<file path="src/rtl/spi_irq_pkg.sv">
package spi_irq_pkg;

    typedef enum logic [1:0] {
        TM_IDLE      = 2'b00,
        TM_BIT_ONLY  = 2'b01,
        TM_MODE_ONLY = 2'b10,
        TM_FROZEN    = 2'b11
    } tm_state_e;

    localparam int NREG = 7;
    localparam int IX_REV  = 0;
    localparam int IX_SCFG = 1;
    localparam int IX_SSTA = 2;
    localparam int IX_STAT = 3;
    localparam int IX_EN   = 4;
    localparam int IX_SYST = 5;
    localparam int IX_MOD  = 6;

    localparam logic [7:0] REG_OFFS [NREG] = '{8'h00, 8'h10, 8'h14, 8'h18, 8'h1C, 8'h24, 8'h28};

    localparam logic [1:0] SIZE_WORD  = 2'b10;
    localparam logic [7:0] REV_VALUE  = 8'h91;
    localparam logic [9:0] SCFG_MASK  = 10'h31D;
    localparam int         MODE_BIT   = 3;
    localparam int         TRIG_BIT   = 11;
    localparam int         SRST_BIT   = 1;

endpackage

</file>
<file path="src/rtl/spi_irq_decode.sv">
module spi_irq_decode
    import spi_irq_pkg::*;
#(
    parameter int ADDR_W = 8
) (
    input  logic              bus_req,
    input  logic              bus_we,
    input  logic [1:0]        bus_size,
    input  logic [ADDR_W-1:0] bus_addr,
    output logic [NREG-1:0]   rd_sel,
    output logic [NREG-1:0]   wr_sel
);

    logic acc_ok;
    logic [NREG-1:0] hit;

    assign acc_ok = bus_req && (bus_size == SIZE_WORD);

    for (genvar i = 0; i < NREG; i++) begin : g_hit
        assign hit[i] = acc_ok && (bus_addr == ADDR_W'(REG_OFFS[i]));
    end

    assign rd_sel = bus_we ? '0 : hit;
    assign wr_sel = bus_we ? hit : '0;

endmodule

</file>
<file path="src/rtl/spi_irq_testfsm.sv">
module spi_irq_testfsm
    import spi_irq_pkg::*;
(
    input  logic clk,
    input  logic rst_n,
    input  logic soft_rst,
    input  logic wr_mod,
    input  logic wr_syst,
    input  logic mode_in,
    input  logic trig_in,
    output logic mode_on,
    output logic trig_on,
    output logic freeze,
    output logic force_all
);

    tm_state_e state_q, state_d;

    always_ff @(posedge clk or negedge rst_n) begin
        if (!rst_n) state_q <= TM_IDLE;
        else        state_q <= state_d;
    end

    always_comb begin
        state_d = state_q;
        unique case (state_q)
            TM_IDLE: begin
                if (wr_mod && mode_in)        state_d = TM_MODE_ONLY;
                else if (wr_syst && trig_in)  state_d = TM_BIT_ONLY;
            end
            TM_BIT_ONLY: begin
                if (wr_mod && mode_in)        state_d = TM_FROZEN;
                else if (wr_syst && !trig_in) state_d = TM_IDLE;
            end
            TM_MODE_ONLY: begin
                if (wr_syst && trig_in)       state_d = TM_FROZEN;
                else if (wr_mod && !mode_in)  state_d = TM_IDLE;
            end
            TM_FROZEN: begin
                if (wr_mod && !mode_in)       state_d = TM_BIT_ONLY;
                else if (wr_syst && !trig_in) state_d = TM_MODE_ONLY;
            end
            default: state_d = TM_IDLE;
        endcase
        if (soft_rst) state_d = TM_IDLE;
    end

    always_comb begin
        mode_on = 1'b0;
        trig_on = 1'b0;
        unique case (state_q)
            TM_IDLE:      ;
            TM_BIT_ONLY:  trig_on = 1'b1;
            TM_MODE_ONLY: mode_on = 1'b1;
            TM_FROZEN: begin
                mode_on = 1'b1;
                trig_on = 1'b1;
            end
            default: ;
        endcase
        freeze    = mode_on && trig_on;
        force_all = (wr_syst && trig_in && mode_on) || (wr_mod && mode_in && trig_on);
    end

endmodule

</file>
<file path="src/rtl/spi_irq_status.sv">
module spi_irq_status #(
    parameter int NUM_CH = 4,
    parameter int STAT_W = 17,
    parameter logic [STAT_W-1:0] MASK = 17'h1777F
) (
    input  logic              clk,
    input  logic              rst_n,
    input  logic              soft_rst,
    input  logic [NUM_CH-1:0] tx_evt,
    input  logic [NUM_CH-1:0] rx_evt,
    input  logic              clr_en,
    input  logic [STAT_W-1:0] clr_bits,
    input  logic              force_all,
    output logic [STAT_W-1:0] status_q
);

    logic [STAT_W-1:0] set_bits;
    logic [STAT_W-1:0] status_d;

    always_comb begin
        set_bits = '0;
        for (int n = 0; n < NUM_CH; n++) begin
            set_bits[4*n]     = tx_evt[n];
            set_bits[4*n + 2] = rx_evt[n];
        end
    end

    always_comb begin
        status_d = status_q;
        if (clr_en) status_d = status_d & ~clr_bits;
        status_d = status_d | set_bits;
        if (force_all) status_d = status_d | MASK;
        status_d = status_d & MASK;
        if (soft_rst) status_d = '0;
    end

    always_ff @(posedge clk or negedge rst_n) begin
        if (!rst_n) status_q <= '0;
        else        status_q <= status_d;
    end

endmodule

</file>
<file path="src/rtl/spi_irq_ctrl.sv">
module spi_irq_ctrl
    import spi_irq_pkg::*;
#(
    parameter int NUM_CH = 4,
    parameter int ADDR_W = 8,
    parameter int DATA_W = 32,
    parameter logic [31:0] IRQ_MASK = 32'h0001_777F
) (
    input  logic              clk,
    input  logic              rst_n,
    input  logic              bus_req,
    input  logic              bus_we,
    input  logic [1:0]        bus_size,
    input  logic [ADDR_W-1:0] bus_addr,
    input  logic [DATA_W-1:0] bus_wdata,
    output logic [DATA_W-1:0] bus_rdata,
    input  logic [NUM_CH-1:0] tx_empty_evt,
    input  logic [NUM_CH-1:0] rx_full_evt,
    output logic              irq
);

    localparam int STAT_W = $clog2(IRQ_MASK + 1);
    localparam int SCFG_W = $bits(SCFG_MASK);
    localparam logic [STAT_W-1:0] STAT_MASK = IRQ_MASK[STAT_W-1:0];

    logic [NREG-1:0]   rd_sel, wr_sel;
    logic              soft_rst;
    logic              mode_on, trig_on, freeze, force_all;
    logic [STAT_W-1:0] status_q;
    logic [STAT_W-1:0] enable_q;
    logic [SCFG_W-1:0] scfg_q;
    logic [TRIG_BIT-1:0] syst_lo_q;
    logic [MODE_BIT-1:0] mod_lo_q;
    logic [DATA_W-1:0] rd_val;
    logic [DATA_W-1:0] rdata_q;
    logic              wdata_unused;

    assign wdata_unused = ^bus_wdata;

    spi_irq_decode #(.ADDR_W(ADDR_W)) u_dec (
        .bus_req  (bus_req),
        .bus_we   (bus_we),
        .bus_size (bus_size),
        .bus_addr (bus_addr),
        .rd_sel   (rd_sel),
        .wr_sel   (wr_sel)
    );

    assign soft_rst = wr_sel[IX_SCFG] && bus_wdata[SRST_BIT];

    spi_irq_testfsm u_fsm (
        .clk       (clk),
        .rst_n     (rst_n),
        .soft_rst  (soft_rst),
        .wr_mod    (wr_sel[IX_MOD]),
        .wr_syst   (wr_sel[IX_SYST]),
        .mode_in   (bus_wdata[MODE_BIT]),
        .trig_in   (bus_wdata[TRIG_BIT]),
        .mode_on   (mode_on),
        .trig_on   (trig_on),
        .freeze    (freeze),
        .force_all (force_all)
    );

    spi_irq_status #(.NUM_CH(NUM_CH), .STAT_W(STAT_W), .MASK(STAT_MASK)) u_stat (
        .clk       (clk),
        .rst_n     (rst_n),
        .soft_rst  (soft_rst),
        .tx_evt    (tx_empty_evt),
        .rx_evt    (rx_full_evt),
        .clr_en    (wr_sel[IX_STAT] && !freeze),
        .clr_bits  (bus_wdata[STAT_W-1:0]),
        .force_all (force_all),
        .status_q  (status_q)
    );

    always_ff @(posedge clk or negedge rst_n) begin
        if (!rst_n) begin
            enable_q  <= '0;
            scfg_q    <= '0;
            syst_lo_q <= '0;
            mod_lo_q  <= MODE_BIT'(4);
        end else begin
            if (soft_rst) begin
                enable_q  <= '0;
                syst_lo_q <= '0;
                mod_lo_q  <= MODE_BIT'(4);
            end else begin
                if (wr_sel[IX_EN])   enable_q  <= bus_wdata[STAT_W-1:0] & STAT_MASK;
                if (wr_sel[IX_SYST]) syst_lo_q <= bus_wdata[TRIG_BIT-1:0];
                if (wr_sel[IX_MOD])  mod_lo_q  <= bus_wdata[MODE_BIT-1:0];
            end
            if (wr_sel[IX_SCFG]) scfg_q <= bus_wdata[SCFG_W-1:0] & SCFG_MASK;
        end
    end

    always_comb begin
        rd_val = '0;
        if (rd_sel[IX_REV])  rd_val = DATA_W'(REV_VALUE);
        if (rd_sel[IX_SCFG]) rd_val = DATA_W'(scfg_q);
        if (rd_sel[IX_SSTA]) rd_val = DATA_W'(1);
        if (rd_sel[IX_STAT]) rd_val = DATA_W'(status_q);
        if (rd_sel[IX_EN])   rd_val = DATA_W'(enable_q);
        if (rd_sel[IX_SYST]) rd_val = DATA_W'({trig_on, syst_lo_q});
        if (rd_sel[IX_MOD])  rd_val = DATA_W'({mode_on, mod_lo_q});
    end

    always_ff @(posedge clk or negedge rst_n) begin
        if (!rst_n)                rdata_q <= '0;
        else if (bus_req && !bus_we) rdata_q <= rd_val;
    end

    assign bus_rdata = rdata_q;
    assign irq       = |(status_q & enable_q);

endmodule

</file>
<file path="config.mk">
export PLATFORM = sky130hd
export DESIGN_NAME = spi_irq_ctrl
export DESIGN_NICKNAME = d
export VERILOG_FILES = /design/src/rtl/spi_irq_pkg.sv /design/src/rtl/spi_irq_decode.sv /design/src/rtl/spi_irq_testfsm.sv /design/src/rtl/spi_irq_status.sv /design/src/rtl/spi_irq_ctrl.sv
export SDC_FILE = /design/constraint.sdc
export NUM_CORES = 1
export LEC_CHECK = 0
export ABC_AREA = 1
export BUFFER_PORTS_ARGS = -buffer_cell sky130_fd_sc_hd__buf_2
export CAP_MARGIN = 10
export CORE_MARGIN = 8
export CORE_UTILIZATION = 40
export DETAILED_ROUTE_END_ITERATION = 7
export PLACE_DENSITY = 0.58
export SLEW_MARGIN = 10
export SYNTH_ARGS = -nofsm -noshare
export SYNTH_HDL_FRONTEND = slang
export SYNTH_HIERARCHICAL = 1
export SYNTH_SLANG_ARGS = --single-unit
</file>
<file path="constraint.sdc">
create_clock -name clk -period 2.1 [get_ports clk]
set_input_delay 0.21 -clock clk [delete_from_list [all_inputs] [get_ports clk]]
set_output_delay 0.21 -clock clk [all_outputs]
set_load 0.05 [all_outputs]
</file>
# Word level (Yosys, flattened, before mapping)
# Index checks and enable logic that the tools add are counted.
# word_totals
ff_bits	88
wordCells	87
out_inout_bits	33
# classes
eq_ne	14
bitwise_logic	4
reduce_logical	32
n_mux	30
# ops
cell	count
32-bit two-way mux	6
17-bit two-way mux	5
17-bit AND	2
8-bit by 5-bit equality test with 1-bit output (second input constant)	4
11-bit two-way mux	2
1-bit logical AND	18
2-bit two-way mux	9
17-bit NOT	1
17-bit by 15-bit OR with 17-bit output	1
17-bit OR reduction	1
8-bit by 6-bit equality test with 1-bit output (second input constant)	2
4-bit by 2-bit inequality test with 1-bit output (second input constant)	4
7-bit two-way mux	2
8-bit logical NOT	1
8-bit two-way mux	1
2-bit one-hot mux with 4 select lines	1
2-bit equality test (second input constant)	3
3-bit two-way mux	2
2-bit nonzero test	3
1-bit logical NOT	4
4-bit AND reduction	1
2-bit OR reduction	2
2-bit by 1-bit equality test with 1-bit output (second input constant)	1
2-bit logical NOT	1
other kinds (2)	3

# Logic depth before layout (Yosys ltp)
# depth
ltp_word	11
ltp_mapped	15
depth_no_buf	14

# Modules after synthesis
# Netlist, hierarchy kept.
# by_module_without_submodules
mod	seq_area_each_um2	cells_each	area_per_inst_um2	n_inst
spi_irq_ctrl	1277.5	341	2656.3	1
spi_irq_status	350.3	100	710.7	1
spi_irq_testfsm	50.0	52	276.5	1
spi_irq_decode	0.0	52	230.2	1

# Least setup slack after synthesis
# Ideal clock, no wire load.
# synth_timing
kind	input to register
from	input port bus_addr[0]
to	register u_stat.status_q[13]
setup_time_ns	0.065
t_arrival_ns	1.647
setup_slack_ns	0.388
path_buffers	2
path_stages	12
path_cell_list	inv_1 nand2_2 nor2_1 nand3_1 nor2_1 nand3_1 nand2_1 buf_6 inv_2 or2_0 buf_2 nand2_1
# synth_between
elab_chain_len	8
# synth_lines
element	line	rtl
start: declaration	spi_irq_ctrl.sv:14	input logic [ADDR_W-1:0] bus_addr,
8-bit by 6-bit equality test with 1-bit output	spi_irq_decode.sv:20	assign hit[i] = acc_ok && (bus_addr == ADDR_W'(REG_OFFS[i]));
1-bit logical AND	spi_irq_decode.sv:20	
7-bit two-way mux	spi_irq_decode.sv:24	assign wr_sel = bus_we ? hit : '0;
via wr_sel[6]	spi_irq_ctrl.sv:26	logic [NREG-1:0] rd_sel, wr_sel;
1-bit logical AND (2 in a row)	spi_irq_testfsm.sv:62	force_all = (wr_syst && trig_in && mode_on) || (wr_mod && mode_in && trig_on);
1-bit logical OR	spi_irq_testfsm.sv:62	
via force_all	spi_irq_ctrl.sv:28	logic mode_on, trig_on, freeze, force_all;
17-bit two-way mux	spi_irq_status.sv:32	if (force_all) status_d = status_d | MASK;
17-bit two-way mux	spi_irq_status.sv:34	if (soft_rst) status_d = '0;
end signal: assignment	spi_irq_status.sv:39	else status_q <= status_d;
end: declaration	spi_irq_status.sv:14	output logic [STAT_W-1:0] status_q
# The timed path passes the listed nets, and every way through them passes these cells.
# A chain may end at the register's enable or synchronous reset.

# Worst setup path after layout
# layout_timing
from	register u_stat.status_q[5]
to	output port irq
# layout_between
elab_chain_len	2
# layout_lines
element	line	rtl
17-bit AND	spi_irq_ctrl.sv:114	assign irq = |(status_q & enable_q);
17-bit OR reduction	spi_irq_ctrl.sv:114	
end: declaration	spi_irq_ctrl.sv:19	output logic irq
# No other way between the ends.

==> flow_metrics.env <==
export IMPL_setup_tns_ns=0
export IMPL_clock_skew_ns=0.01027
export IMPL_port_buffers=55
export IMPL_antenna_left=0
export IMPL_clock_fmax_ghz=0.6306
export IMPL_cts_tree="done"
export IMPL_finalMaxSlewViolations=0
export IMPL_wl_um=10270
export IMPL_root_buffer="clkbuf_8"
export IMPL_maxCapViolations=0
export IMPL_syn_inst=543
export IMPL_cts_buffers=9
export IMPL_fin_area_mm2=0.004494
export IMPL_cp_end_kind="primary output"
export IMPL_crit_path_start_kind="flop"
export IMPL_drc_errors=0
export IMPL_crit_buf_inv=1
export IMPL_num_rows=36
export IMPL_power_mw=3.064
export IMPL_grt_first_pass_wirelength_um=17290
export IMPL_place_congestion=0.8589
export IMPL_crit_path_cell_trace="nand2_1, nand4_1, nor2_1, nand2_1, buf_2"
export IMPL_grt_antenna_before_repair=0
export IMPL_critPathKind="flop to primary output"
export IMPL_critPathMaxFanout=3
export IMPL_setup_viol=0
export IMPL_wl_per_cell_um=13.78
export IMPL_die_height_um=114.3
export IMPL_cts_sinks=67
export IMPL_outcome="finished, final reports clean"
export IMPL_via_per_inst=4.660
export IMPL_syn_area_per_cell_um2=7.120
export IMPL_cp_required_ns=1.89
export IMPL_power_density_mw_per_mm2=681.7
export IMPL_cts_max_level=3
export IMPL_critical_path_max_stage_delay_ns=0.43
export IMPL_rsz0062_at_grt="no"
export IMPL_crit_slowest_cell="dfrtp_1"
export IMPL_place_hpwl_um=7853
export IMPL_crit_top_cell="nand2_1"
export IMPL_post_route_period_util=0.7551
export IMPL_dpl_cell_area_mm2=0.004248
export IMPL_io_pin_count=87
export IMPL_clk_path_buf_depth=2
export IMPL_hold_class="primary input to flop"
export IMPL_num_antenna_cells=0
export IMPL_worst_ep_arrival_time_ns=1.38
export IMPL_netlist_area_mm2=0.003866
export IMPL_peakVddDrop_mv=0.2875
export IMPL_grt_total_usage=0.1680
export IMPL_grt_overflow_total=0
export IMPL_start_util=0.4030
export IMPL_grt_pass1_vias=3452
export IMPL_crit_family="flip-flops"
export IMPL_fill_cells=1008
export IMPL_die_w_um=114.3
export IMPL_drt_pass1_iterations=4
export IMPL_die_area_mm2=0.01307
export IMPL_coreArea_mm2=0.009594
export IMPL_hold_viol_final=0
export IMPL_ys_warn_count=6
export IMPL_drive_gt1_frac=0.1961
export IMPL_vias=3472
export IMPL_syn_to_final_growth_pct=16.25
export IMPL_cts_setup_buffers=0
export IMPL_first_iter_violations=151
export IMPL_path_clk_slew_ns=0.08
export IMPL_grt_max_degree=68
export IMPL_p_leak_nw=2.520
export IMPL_clk_latency_ns=0.35
export IMPL_fin_nets=661
export IMPL_fin_crit_ns=1.586
[per-layer routing]
metal  global-route usage  up-vias  wire length [µm]  part of all wire
met5                    0        -                 0                 0
li1                     -     1782                 -                 -
met3              0.03112       12               629             0.061
met4              0.05679        0               157             0.015
met2               0.2634       90              4580              0.45
met1               0.2269     1588              4898              0.48
[report_power, final]
part / switching, mW / total, mW / internal, mW / leakage, nW
Combinational: 0.306 / 0.434 / 0.127 / 1.55
Sequential: 0.0587 / 1.38 / 1.32 / 0.851
Clock: 0.517 / 1.25 / 0.738 / 0.116
Total: 0.881 / 3.06 / 2.18 / 2.52
[tightest hold or removal path, cell delays in order]
cell and delay (ns):
buf_2 0.09, nor2_1 0.04, nor2_1 0.08
[final timing paths]
| check | start | to | slack, ns | depth (start not counted) |
|---|---|---|---|---|
| worst max-delay path | u_stat/status_q[5]$_DFFE_PN0P_ | irq | 0.51 | 5 |
| worst min-delay path | bus_wdata[12] | enable_q[12]$_DFFE_PN0P_ | 0.12 | 3 |
| worst max register to register | u_fsm/state_q[0]$_DFFE_PN0P_ | u_stat/status_q[5]$_DFFE_PN0P_ | 0.60 | 8 |
| worst min register to register | bus_rdata[8]$_DFFE_PN0P_ | bus_rdata[8]$_DFFE_PN0P_ | 0.47 | 2 |
| max in group asynchronous | rst_n | mod_lo_q[2]$_DFFE_PN1P_ | 1.37 | 3 |
| min in group asynchronous | rst_n | bus_rdata[15]$_DFFE_PN0P_ | 0.40 | 3 |
[final cells by class]
| class | count | area (µm²) | share of cell area |
|---|---|---|---|
| Clock buffer | 11 | 151.4 | 0.03369 |
| Clock inverter | 5 | 85.08 | 0.01893 |
| Inverter | 52 | 200.2 | 0.04454 |
| Multi-Input combinational cell | 404 | 1788 | 0.3978 |
| Sequential cell | 67 | 1678 | 0.3733 |
| Tap cell | 133 | 166.4 | 0.03703 |
| Timing Repair Buffer | 73 | 425.4 | 0.09465 |
[cells in the final DEF (no fill, tap or decap), types with 2 or more instances in the layout]
| cell | n |
|---|---|
| clkbuf_8 | 11 |
| mux2_2 | 6 |
| o21ai_0 | 28 |
| nand2_1 | 195 |
| buf_2 | 55 |
| buf_4 | 16 |
| or2_0 | 3 |
| nand2_2 | 6 |
| nand3_1 | 22 |
| conb_1 | 18 |
| nor2_4 | 3 |
| a22oi_1 | 4 |
| o21ai_1 | 4 |
| clkinv_4 | 3 |
| nor2_2 | 4 |
| o211ai_1 | 5 |
| inv_2 | 6 |
| nor2_1 | 75 |
| nand4_1 | 5 |
| bufinv_16 | 2 |
| a21oi_1 | 19 |
| dfrtp_1 | 66 |
| inv_1 | 45 |
| nand2_4 | 2 |
[registers in the layout, summed over array words and instances (netlist names)]
register         count
bus_rdata           17
enable_q            14
mod_lo_q             3
scfg_q               6
syst_lo_q           11
u_fsm/state_q        2
u_stat/status_q     14
[per-stage QoR]
step / hold WS (ns) / setup slack [ns] / utilization / std cells
finish: 0.1174 / 0.5142 / 0.4684 / 745
global route: 0.1221 / 0.3741 / 0.4684 / 745
CTS: 0.09951 / 0.4947 / 0.4684 / 745
detailed placement: 0.2637 / 0.2318 / 0.4427 / 728
global placement: 0.2579 / 0.2695 / 0.4427 / 728
floorplan: -0.08559 / 0.3876 / - / 559
[repair_timing]
action	CTS	global route
hold endpoints to repair	66	0
resized for setup	0	0
setup endpoints to repair	0	0
hold buffers	1	0
No activity file was read; power rests on OpenSTA's default activity.
